===== src/rtl/tw_ctl_pkg.sv =====
package tw_ctl_pkg;
  typedef enum logic [1:0] {
    GRP_NONE = 2'd0,
    GRP_DATA = 2'd1,
    GRP_STAT = 2'd2
  } grp_e;

  typedef struct packed {
    logic [1:0] ratio;
    logic [2:0] fmt;
    logic       dc_en;
    logic [5:0] vol;
    logic [1:0] deemph;
    logic       mute;
    logic [1:0] pwr_off;
  } ctl_regs_t;

  localparam logic [1:0] SEL_DATA   = 2'b00;
  localparam logic [1:0] SEL_STAT   = 2'b10;
  localparam logic [1:0] SUB_VOL    = 2'b00;
  localparam logic [1:0] SUB_MISC   = 2'b10;
  localparam logic [1:0] RATIO_256  = 2'b10;
  localparam logic [1:0] RATIO_RSVD = 2'b11;
endpackage


===== src/rtl/tw_sync.sv =====
module tw_sync #(
  parameter int W      = 3,
  parameter int STAGES = 2
) (
  input  logic         clk,
  input  logic         rst_n,
  input  logic [W-1:0] d,
  output logic [W-1:0] q
);
  logic [W-1:0] st [STAGES];

  always_ff @(posedge clk or negedge rst_n) begin
    if (!rst_n) st[0] <= '0;
    else        st[0] <= d;
  end

  for (genvar g = 1; g < STAGES; g++) begin : g_stage
    always_ff @(posedge clk or negedge rst_n) begin
      if (!rst_n) st[g] <= '0;
      else        st[g] <= st[g-1];
    end
  end

  assign q = st[STAGES-1];
endmodule


===== src/rtl/tw_shift_rx.sv =====
module tw_shift_rx #(
  parameter int BYTE_W = 8
) (
  input  logic              clk,
  input  logic              rst_n,
  input  logic              en,
  input  logic              mode_lvl,
  input  logic              sck_lvl,
  input  logic              sda_lvl,
  output logic              addr_stb,
  output logic              data_stb,
  output logic [BYTE_W-1:0] byte_o
);
  localparam int CNT_W = $clog2(BYTE_W + 2);
  localparam logic [CNT_W-1:0] CNT_FULL = CNT_W'(BYTE_W);
  localparam logic [CNT_W-1:0] CNT_LAST = CNT_W'(BYTE_W - 1);
  localparam logic [CNT_W-1:0] CNT_OVER = CNT_W'(BYTE_W + 1);

  logic              mode_q, sck_q;
  logic              mode_rise, mode_edge, sck_rise;
  logic [BYTE_W-1:0] sreg, sreg_nxt, shift_val;
  logic [CNT_W-1:0]  cnt, cnt_nxt;

  assign mode_rise = mode_lvl & ~mode_q;
  assign mode_edge = mode_lvl ^ mode_q;
  assign sck_rise  = sck_lvl & ~sck_q;
  assign shift_val = {sreg[BYTE_W-2:0], sda_lvl};

  always_comb begin
    cnt_nxt  = cnt;
    sreg_nxt = sreg;
    addr_stb = 1'b0;
    data_stb = 1'b0;
    byte_o   = sreg;
    if (!en) begin
      cnt_nxt = '0;
    end else if (mode_edge) begin
      cnt_nxt  = '0;
      addr_stb = mode_rise && (cnt == CNT_FULL);
    end else if (sck_rise) begin
      sreg_nxt = shift_val;
      if (mode_lvl) begin
        if (cnt == CNT_LAST) begin
          cnt_nxt  = '0;
          data_stb = 1'b1;
          byte_o   = shift_val;
        end else begin
          cnt_nxt = cnt + 1'b1;
        end
      end else if (cnt != CNT_OVER) begin
        cnt_nxt = cnt + 1'b1;
      end
    end
  end

  always_ff @(posedge clk or negedge rst_n) begin
    if (!rst_n) begin
      mode_q <= 1'b0;
      sck_q  <= 1'b0;
      cnt    <= '0;
      sreg   <= '0;
    end else begin
      mode_q <= mode_lvl;
      sck_q  <= sck_lvl;
      cnt    <= cnt_nxt;
      sreg   <= sreg_nxt;
    end
  end
endmodule


===== src/rtl/tw_reg_bank.sv =====
module tw_reg_bank
  import tw_ctl_pkg::*;
#(
  parameter int          ADDR_W   = 6,
  parameter logic [ADDR_W-1:0] DEV_ADDR = 6'b000101,
  localparam int         BYTE_W   = ADDR_W + 2
) (
  input  logic              clk,
  input  logic              rst_n,
  input  logic              addr_stb,
  input  logic              data_stb,
  input  logic [BYTE_W-1:0] byte_i,
  output ctl_regs_t         regs,
  output grp_e              grp
);
  ctl_regs_t regs_nxt;
  grp_e      grp_nxt;
  logic [1:0] top2;

  assign top2 = byte_i[BYTE_W-1:BYTE_W-2];

  always_comb begin
    grp_nxt = GRP_NONE;
    if (byte_i[BYTE_W-1:2] == DEV_ADDR) begin
      case (byte_i[1:0])
        SEL_DATA: grp_nxt = GRP_DATA;
        SEL_STAT: grp_nxt = GRP_STAT;
        default:  grp_nxt = GRP_NONE;
      endcase
    end
  end

  always_comb begin
    regs_nxt = regs;
    case (grp)
      GRP_STAT: begin
        if (byte_i[5:4] != RATIO_RSVD) regs_nxt.ratio = byte_i[5:4];
        regs_nxt.fmt   = byte_i[3:1];
        regs_nxt.dc_en = byte_i[0];
      end
      GRP_DATA: begin
        if (top2 == SUB_VOL) begin
          regs_nxt.vol = byte_i[5:0];
        end else if (top2 == SUB_MISC) begin
          regs_nxt.deemph  = byte_i[4:3];
          regs_nxt.mute    = byte_i[2];
          regs_nxt.pwr_off = byte_i[1:0];
        end
      end
      default: regs_nxt = regs;
    endcase
  end

  always_ff @(posedge clk or negedge rst_n) begin
    if (!rst_n) begin
      grp  <= GRP_NONE;
      regs <= '0;
    end else begin
      if (addr_stb) grp  <= grp_nxt;
      if (data_stb) regs <= regs_nxt;
    end
  end
endmodule


===== src/rtl/tw_codec_ctl.sv =====
module tw_codec_ctl
  import tw_ctl_pkg::*;
#(
  parameter int ADDR_W      = 6,
  parameter logic [ADDR_W-1:0] DEV_ADDR = 6'b000101,
  parameter int SYNC_STAGES = 2,
  parameter int RST_STAGES  = 2
) (
  input  logic       clk,
  input  logic       rst_n,
  input  logic       ms_a,
  input  logic       ms_b,
  input  logic       ser_mode,
  input  logic       ser_clk,
  input  logic       ser_data,
  input  logic [2:0] pin_fmt,
  input  logic       pin_deemph,
  input  logic       pin_mute,
  input  logic       pin_adc_on,
  input  logic       pin_dac_on,
  output logic [1:0] o_ratio,
  output logic [2:0] o_fmt,
  output logic       o_dc_en,
  output logic [5:0] o_vol,
  output logic [1:0] o_deemph,
  output logic       o_mute,
  output logic       o_adc_on,
  output logic       o_dac_on
);
  localparam int BYTE_W = ADDR_W + 2;

  logic [RST_STAGES-1:0] rst_q;
  logic                  rst_core_n;
  logic [2:0]            lines_s;
  logic                  static_mode;
  logic                  addr_stb, data_stb;
  logic [BYTE_W-1:0]     rx_byte;
  ctl_regs_t             rg;
  grp_e                  grp;

  always_ff @(posedge clk or negedge rst_n) begin
    if (!rst_n) rst_q <= '0;
    else        rst_q <= {rst_q[RST_STAGES-2:0], 1'b1};
  end
  assign rst_core_n = rst_q[RST_STAGES-1];

  assign static_mode = ms_a & ms_b;

  tw_sync #(.W(3), .STAGES(SYNC_STAGES)) i_sync (
    .clk   (clk),
    .rst_n (rst_core_n),
    .d     ({ser_mode, ser_clk, ser_data}),
    .q     (lines_s)
  );

  tw_shift_rx #(.BYTE_W(BYTE_W)) i_rx (
    .clk      (clk),
    .rst_n    (rst_core_n),
    .en       (~static_mode),
    .mode_lvl (lines_s[2]),
    .sck_lvl  (lines_s[1]),
    .sda_lvl  (lines_s[0]),
    .addr_stb (addr_stb),
    .data_stb (data_stb),
    .byte_o   (rx_byte)
  );

  tw_reg_bank #(.ADDR_W(ADDR_W), .DEV_ADDR(DEV_ADDR)) i_bank (
    .clk      (clk),
    .rst_n    (rst_core_n),
    .addr_stb (addr_stb),
    .data_stb (data_stb),
    .byte_i   (rx_byte),
    .regs     (rg),
    .grp      (grp)
  );

  always_comb begin
    if (static_mode) begin
      o_ratio  = RATIO_256;
      o_fmt    = pin_fmt;
      o_dc_en  = 1'b1;
      o_vol    = '0;
      o_deemph = {1'b0, pin_deemph};
      o_mute   = pin_mute;
      o_adc_on = pin_adc_on;
      o_dac_on = pin_dac_on;
    end else begin
      o_ratio  = rg.ratio;
      o_fmt    = rg.fmt;
      o_dc_en  = rg.dc_en;
      o_vol    = rg.vol;
      o_deemph = rg.deemph;
      o_mute   = rg.mute;
      o_adc_on = ~rg.pwr_off[1];
      o_dac_on = ~rg.pwr_off[0];
    end
  end
endmodule


===== config.mk =====
export PLATFORM = sky130hd
export DESIGN_NAME = tw_codec_ctl
export DESIGN_NICKNAME = d
export VERILOG_FILES = /design/src/rtl/tw_ctl_pkg.sv /design/src/rtl/tw_sync.sv /design/src/rtl/tw_shift_rx.sv /design/src/rtl/tw_reg_bank.sv /design/src/rtl/tw_codec_ctl.sv
export SDC_FILE = /design/constraint.sdc
export NUM_CORES = 1
export LEC_CHECK = 0
export BUFFER_PORTS_ARGS = -buffer_cell sky130_fd_sc_hd__buf_2
export CAP_MARGIN = 20
export CORE_AREA = 2 2 62 70
export CTS_CLUSTER_SIZE = 10
export DETAILED_ROUTE_END_ITERATION = 8
export DIE_AREA = 0 0 64 72
export PLACE_DENSITY = 0.75
export SYNTH_ARGS = -nofsm -noshare
export SYNTH_HDL_FRONTEND = slang
export SYNTH_SLANG_ARGS = --single-unit
export TNS_END_PERCENT = 5

===== constraint.sdc =====
create_clock -name clk -period 2.7 [get_ports clk]
set_input_delay 0.135 -clock clk [delete_from_list [all_inputs] [get_ports clk]]
set_output_delay 0.135 -clock clk [all_outputs]
set_load 0.005 [all_outputs]

# Word level (Yosys, flattened, before mapping)
# Cells that the tools add are included.
[op_classes] reduce_logical=11 mux=28 n_eq_ne=9 bitwise_logic=11 n_addsub=1
[ops] cell="2-to-1 mux 8 bit" n=5
[ops] cell="2-to-1 mux 4 bit" n=6
[ops] cell="2-to-1 mux 1 bit" n=11
[ops] cell="AND reduction 3 bit" n=3
[ops] cell="inverter 1 bit" n=7
[ops] cell="equality test 2 bit, second input constant" n=3
[ops] cell="equality test 6 x 3 -> 1 bit, second input constant" n=1
[ops] cell="2-to-1 mux 2 bit" n=3
[ops] cell="2-to-1 mux 6 bit" n=1
[ops] cell="adder 4 x 1 -> 4 bit, second input constant" n=1
[ops] cell="equality test 4 x 3 -> 1 bit, second input constant" n=1
[ops] cell="equality test 4 bit, second input constant" n=1
[ops] cell="logical NOT 2 bit" n=2
[ops] cell="!= test 4 bit, second input constant" n=1
[ops] cell="one-hot mux 2 bit (2 select lines)" n=1
[ops] cell="AND reduction 2 bit" n=2
[ops] cell="AND reduction 4 bit" n=1
[ops] cell="nonzero test 4 bit" n=1
[ops] cell="bitwise AND 1 bit" n=3
[ops] cell="2-to-1 mux 3 bit" n=1
[ops] cell="nonzero test 3 bit" n=1
[ops] cell="equality test 2 x 1 -> 1 bit, second input constant" n=1
[ops] cell="!= test 2 bit, second input constant" n=1
[ops] cell="logical AND 1 bit" n=1
[ops] cell="XOR 1 bit" n=1
[word_totals] inputBits=14 register_bits=41 elab_cells=75 output_inout_bits=17

# Depth between registers and ports, before layout
[depth] word_depth=9 depth_mapped=7 mapped_depth_nobuf=6

# Cells and area by module
# A second synthesis with hierarchy kept.
[unflattened] hier_cells=145 hier_area_um2=1948.1
[by_module_without_submodules] mod="tw_shift_rx" instances=1 cells_per_inst=60 seq_area_each_um2=350.3 area_each_um2=779.5
[by_module_without_submodules] mod="tw_reg_bank" instances=1 cells_per_inst=51 seq_area_each_um2=475.5 area_each_um2=758.2
[by_module_without_submodules] mod="tw_codec_ctl" instances=1 cells_per_inst=25 seq_area_each_um2=50.0 area_each_um2=237.7
[by_module_without_submodules] mod="tw_sync" instances=1 cells_per_inst=9 seq_area_each_um2=150.1 area_each_um2=172.7

# Worst setup path after synthesis
# No wires, ideal clock.
[synth_timing] path_type="register to register" startpoint="register i_sync.st (netlist bit i_sync.q[2])" endpoint="register i_bank.regs[5] in the netlist's numbering" required_ns=2.575 setup_ns=0.125 path_buffers=1 arrival_time_ns=1.867 path_stages_with_launch=7 setup_slack_ns=0.708 cell_sequence="dfrtp_1 ha_1 a21boi_2 nand3_4 or3_1 buf_6 mux2_4"
[synth_between] elab_chain_len=6 elab_cells_between_ends=11
[synth_rtl] element="from (decl)" line="tw_sync.sv:10" source="logic [W-1:0] st [STAGES];"
[synth_rtl] element="from (signal, indexed assignment)" line="tw_sync.sv:20" source="else st[g] <= st[g-1];"
[synth_rtl] element="2-to-1 mux 8 bit" line="tw_shift_rx.sv:42" source="if (mode_lvl) begin"
[synth_rtl] element="2-to-1 mux 8 bit" line="tw_shift_rx.sv:40" source="end else if (sck_rise) begin"
[synth_rtl] element="2-to-1 mux 8 bit" line="tw_shift_rx.sv:37" source="end else if (mode_edge) begin"
[synth_rtl] element="2-to-1 mux 8 bit" line="tw_shift_rx.sv:35" source="if (!en) begin"
[synth_rtl] element="logical NOT 2 bit" line="tw_reg_bank.sv:42" source="if (top2 == SUB_VOL) begin"
[synth_rtl] element="AND reduction 3 bit (no source line)"
[synth_rtl] element="to (signal assigned)" line="tw_reg_bank.sv:60" source="if (data_stb) regs <= regs_nxt;"
[synth_rtl] element="to (decl)" line="tw_reg_bank.sv:13" source="output ctl_regs_t regs,"
# Several ways; a longest one is shown, not always the timed one.
# A chain may end at the register's enable or synchronous reset.

# Final worst setup path
[layout_timing] startpoint="register i_sync.st (netlist bit i_sync.q[2])" endpoint="register i_bank.regs[6] in the netlist's numbering"
# Same word-level chain as after synthesis.

==> qor.yml <==
outcome:
  status: "complete, no violations"
synthesis:
  synth-main-ff-cell: "dfrtp_1"
  yosys-top-cells-area: "dfrtp_1 54%, mux2_2 15%, mux2_4 3.9%, and2_1 2.6%, ha_1 2.6%"
  synth_xor_area_frac: 0.004602
  yosysTopAreaCellShare: 0.5391
  synth_seq_area_share: 0.5391
  synth_cell_types: 35
  yosysTopAreaCell: "dfrtp_1"
  synthMuxAreaShare: 0.1979
  synthAdderAreaFrac: 0.02630
  avgSynthCellArea_um2: 12.69
  synth-async-reset-ratio: 1.000
  yosys.area_share.simple: 0.1558
  synth_warnings: 0
  netlist_area_um2: 1903
  syn_nets: 168
  synthCells: 150
  synth_compound_area_frac: 0.05194
  synth_top_family_by_area: "multiplexers"
  ys_ff_latch: 41
  synth-edff-count: 0
setup_path:
  cp_slowest_cell: "or3_1"
  cp_max_fo: 10
  reg2regPathDepth: 5
  regToRegSetupSlack_ns: 0.52
  worstPathArrival_ns: 2.36
  crit_end: "i_bank.regs[6]"
  r2r_end: "i_bank.regs[6]"
  startpoint_type: "flip-flop"
  crit_buf_inv: 0
  cp.depth: 5
  endpoint_kind: "flip-flop"
  r2r_start: "i_sync.q[2]"
  crit_start: "i_sync.q[2]"
  critPathRequiredTime_ns: 2.88
  path_delay_family: "simple AND/OR/NAND/NOR gates"
  critPathKind: "flip-flop to flip-flop"
  worst_path_largest_cell_delay_ns: 0.54
  path_cells: "ha_1, a21boi_2, nand3_4, or3_1, mux2_4"
power_and_ir_drop:
  power.leakage_nw: 1.140
  switching_share: 0.2478
  sequentialPowerShare: 0.489
  power.density_nw_per_um2: 667.9
  vdd_ir_drop_max_uv: 506.0
  internal_power_mw: 1.147
  power.total_mw: 1.525
  p_clk_frac: 0.371
  p_switching_uw: 378.0
  share_comb_of_total_power: 0.139
routing:
  routed_via_density: 5.211
  first_pass_iters: 4
  routed_wl_um: 3392
  drt-initial-drc-count: 74
  avgRoutedWirePerCell_um: 14.02
  ant_nets: 0
  remaining_drc_errors: 0
  vias: 1261
global_route:
  grt_pass1_vias: 1316
  grt_pass1_wl_um: 5975
  antenna_found_initial: 0
  grt_util_all_layers: 0.1688
  grt_overflow: 0
  grt_max_degree: 40
placed_design:
  numPortBuffers: 30
  placed_area_um2: 2110
  dp_slack_ns: 0.5323
  place_congestion: 0.7811
  dpl.hpwl_um: 2490
layout:
  areaGrowthSynthToFinish_pct: 19.99
  fin_area_um2: 2283
  nets: 207
  drive_above_1_share: 0.3947
  antenna_cells: 0
sta:
  period_share: 0.8061
  whs_ns: 0.1456
  skew_ns: 0.004729
  rsz0062_at_grt: "false"
  slew_headroom: 0.5515
  worstMarginPinSlew_ns: 0.6712
  hold_viol: 0
  layout_min_cycle_time_ns: 2.176
  final_max_slew_viol_count: 0
  fin_setup_tns_ns: 0
  setup_viol: 0
  setup_ws_ns: 0.5236
  max_freq_mhz: 459.5
cts:
  cts_htree_levels: 2
  cts_buffers: 5
  cts_tree: "done"
  cts_sinks: 41
  root_buffer: "clkbuf_8"
  clk_latency_ns: 0.29
  clockBufferDepth: 2
  clk_pin_slew_worst_paths_ns: 0.07
floorplanning:
  fp.dieW_um: 64
  die_area_um2: 4608
  num_io_pins: 31
  initial_utilization: 0.4913
  core_area_um2: 3874
  die-height_um: 72
  rows: 24
run:
  max-cap-violations: 0
worst_hold_path:
  min_path_type: "primary input to async pin"
## layer usage
layer	wire length (um)	global-route usage	vias to the layer above
met2	1729	0.2905	37
met4	52	0.05797	0
met5	0	0	-
li1	-	-	603
met3	166	0.04806	6
met1	1443	0.2033	615
## cell usage in the layout, fill, tap and decap left out
| cell type | n |
|---|---|
| mux2_4 | 5 |
| mux2_2 | 25 |
| dfrtp_1 | 41 |
| or2_2 | 1 |
| nor2b_1 | 2 |
| and2_1 | 8 |
| nand3_4 | 1 |
| ha_1 | 4 |
| a21oi_1 | 9 |
| a21boi_2 | 1 |
| conb_1 | 1 |
| nor3b_1 | 1 |
| o22a_1 | 2 |
| and3b_1 | 1 |
| nor2_1 | 8 |
| xor2_1 | 1 |
| bufinv_16 | 2 |
| nand4b_1 | 1 |
| and4b_4 | 1 |
| nand4_1 | 2 |
| nor4bb_1 | 1 |
| nand3_1 | 1 |
| inv_1 | 5 |
| mux2i_1 | 2 |
| o31ai_1 | 2 |
| clkbuf_8 | 5 |
| nand2_1 | 8 |
| dlygate4sd3_1 | 4 |
| or3_1 | 2 |
| o21ai_0 | 2 |
| clkinv_2 | 1 |
| or4bb_1 | 1 |
| nand3b_1 | 1 |
| nor4_1 | 2 |
| buf_4 | 2 |
| nand2b_1 | 3 |
| buf_2 | 30 |
| nor4_4 | 1 |
## worst min path at each step
stage / endpoint / slack, ns / cells past startpoint
2_1_floorplan: rst_q[0] / -0.16 / 0
3_3_place_gp: rst_q[1] / -0.08 / 1
3_5_place_dp: rst_q[1] / -0.08 / 1
4_1_cts: rst_q[1] / 0.15 / 2
5_1_grt: rst_q[0] / 0.15 / 2
6_report: rst_q[1] / 0.15 / 2
## cells by family (layout without fill, tap and decap cells)
| logic type | after synthesis | in the layout |
|---|---|---|
| fa+ha+maj | 4 | 4 |
| simple gates | 46 | 46 |
| xor+xnor | 1 | 1 |
| buf+inv | 9 | 49 |
| compound gates | 16 | 16 |
| flops | 41 | 41 |
| other cells | 1 | 1 |
| mux | 32 | 32 |
## registers in the layout, indices dropped and copies added (netlist names)
signal	flops
i_bank.regs	17
i_rx.sreg	8
i_rx.cnt	4
i_sync.q	3
i_sync.st	3
i_bank.grp	2
rst_q	2
i_rx.mode_q	1
i_rx.sck_q	1
## worst register-to-register path, stage by stage (launching register included)
cell      delay (ns)
dfrtp_1         0.41
ha_1            0.32
a21boi_2        0.26
nand3_4         0.18
or3_1           0.54
mux2_4          0.35
## power by group through the flow
| stage | registers, mW | clock network [mW] | logic, mW |
|---|---|---|---|
| floorplan | 0.741 | 0 | 0.146 |
| global placement | 0.752 | 0 | 0.197 |
| detailed placement | 0.757 | 0 | 0.207 |
| CTS | 0.745 | 0.576 | 0.213 |
| global route | 0.758 | 0.611 | 0.232 |
| finish | 0.746 | 0.566 | 0.213 |
## cell type report
type / instances / area (um2)
flip-flops and latches: 41 / 1026
repair buffers: 36 / 205.2
clock inverters: 3 / 65.06
well taps: 52 / 65.06
clock buffers: 5 / 68.82
inverters: 5 / 18.77
multi-input cells: 100 / 834.6
fillers: 318 / 1590
## through the flow
step                utilization  std cells
floorplan                     -        150
global placement         0.5446        230
detailed placement       0.5446        230
CTS                      0.5895        242
global route             0.5895        242
finish                   0.5895        242
## cell usage after synthesis, types with 3 or more instances
library cell,number
nand2b_1,3
mux2_2,25
mux2_4,5
inv_1,5
nor2_1,8
nand2_1,8
dfrtp_1,41
a21oi_1,9
and2_1,8
ha_1,4
## repair_timing
item / in CTS / in global routing
hold buffers: 4 / 0
endpoints found under the hold margin: 5 / 0
gates resized for setup: 0 / 0
buffers inserted: 0 / 0
Power figures use the tool's default switching activity.
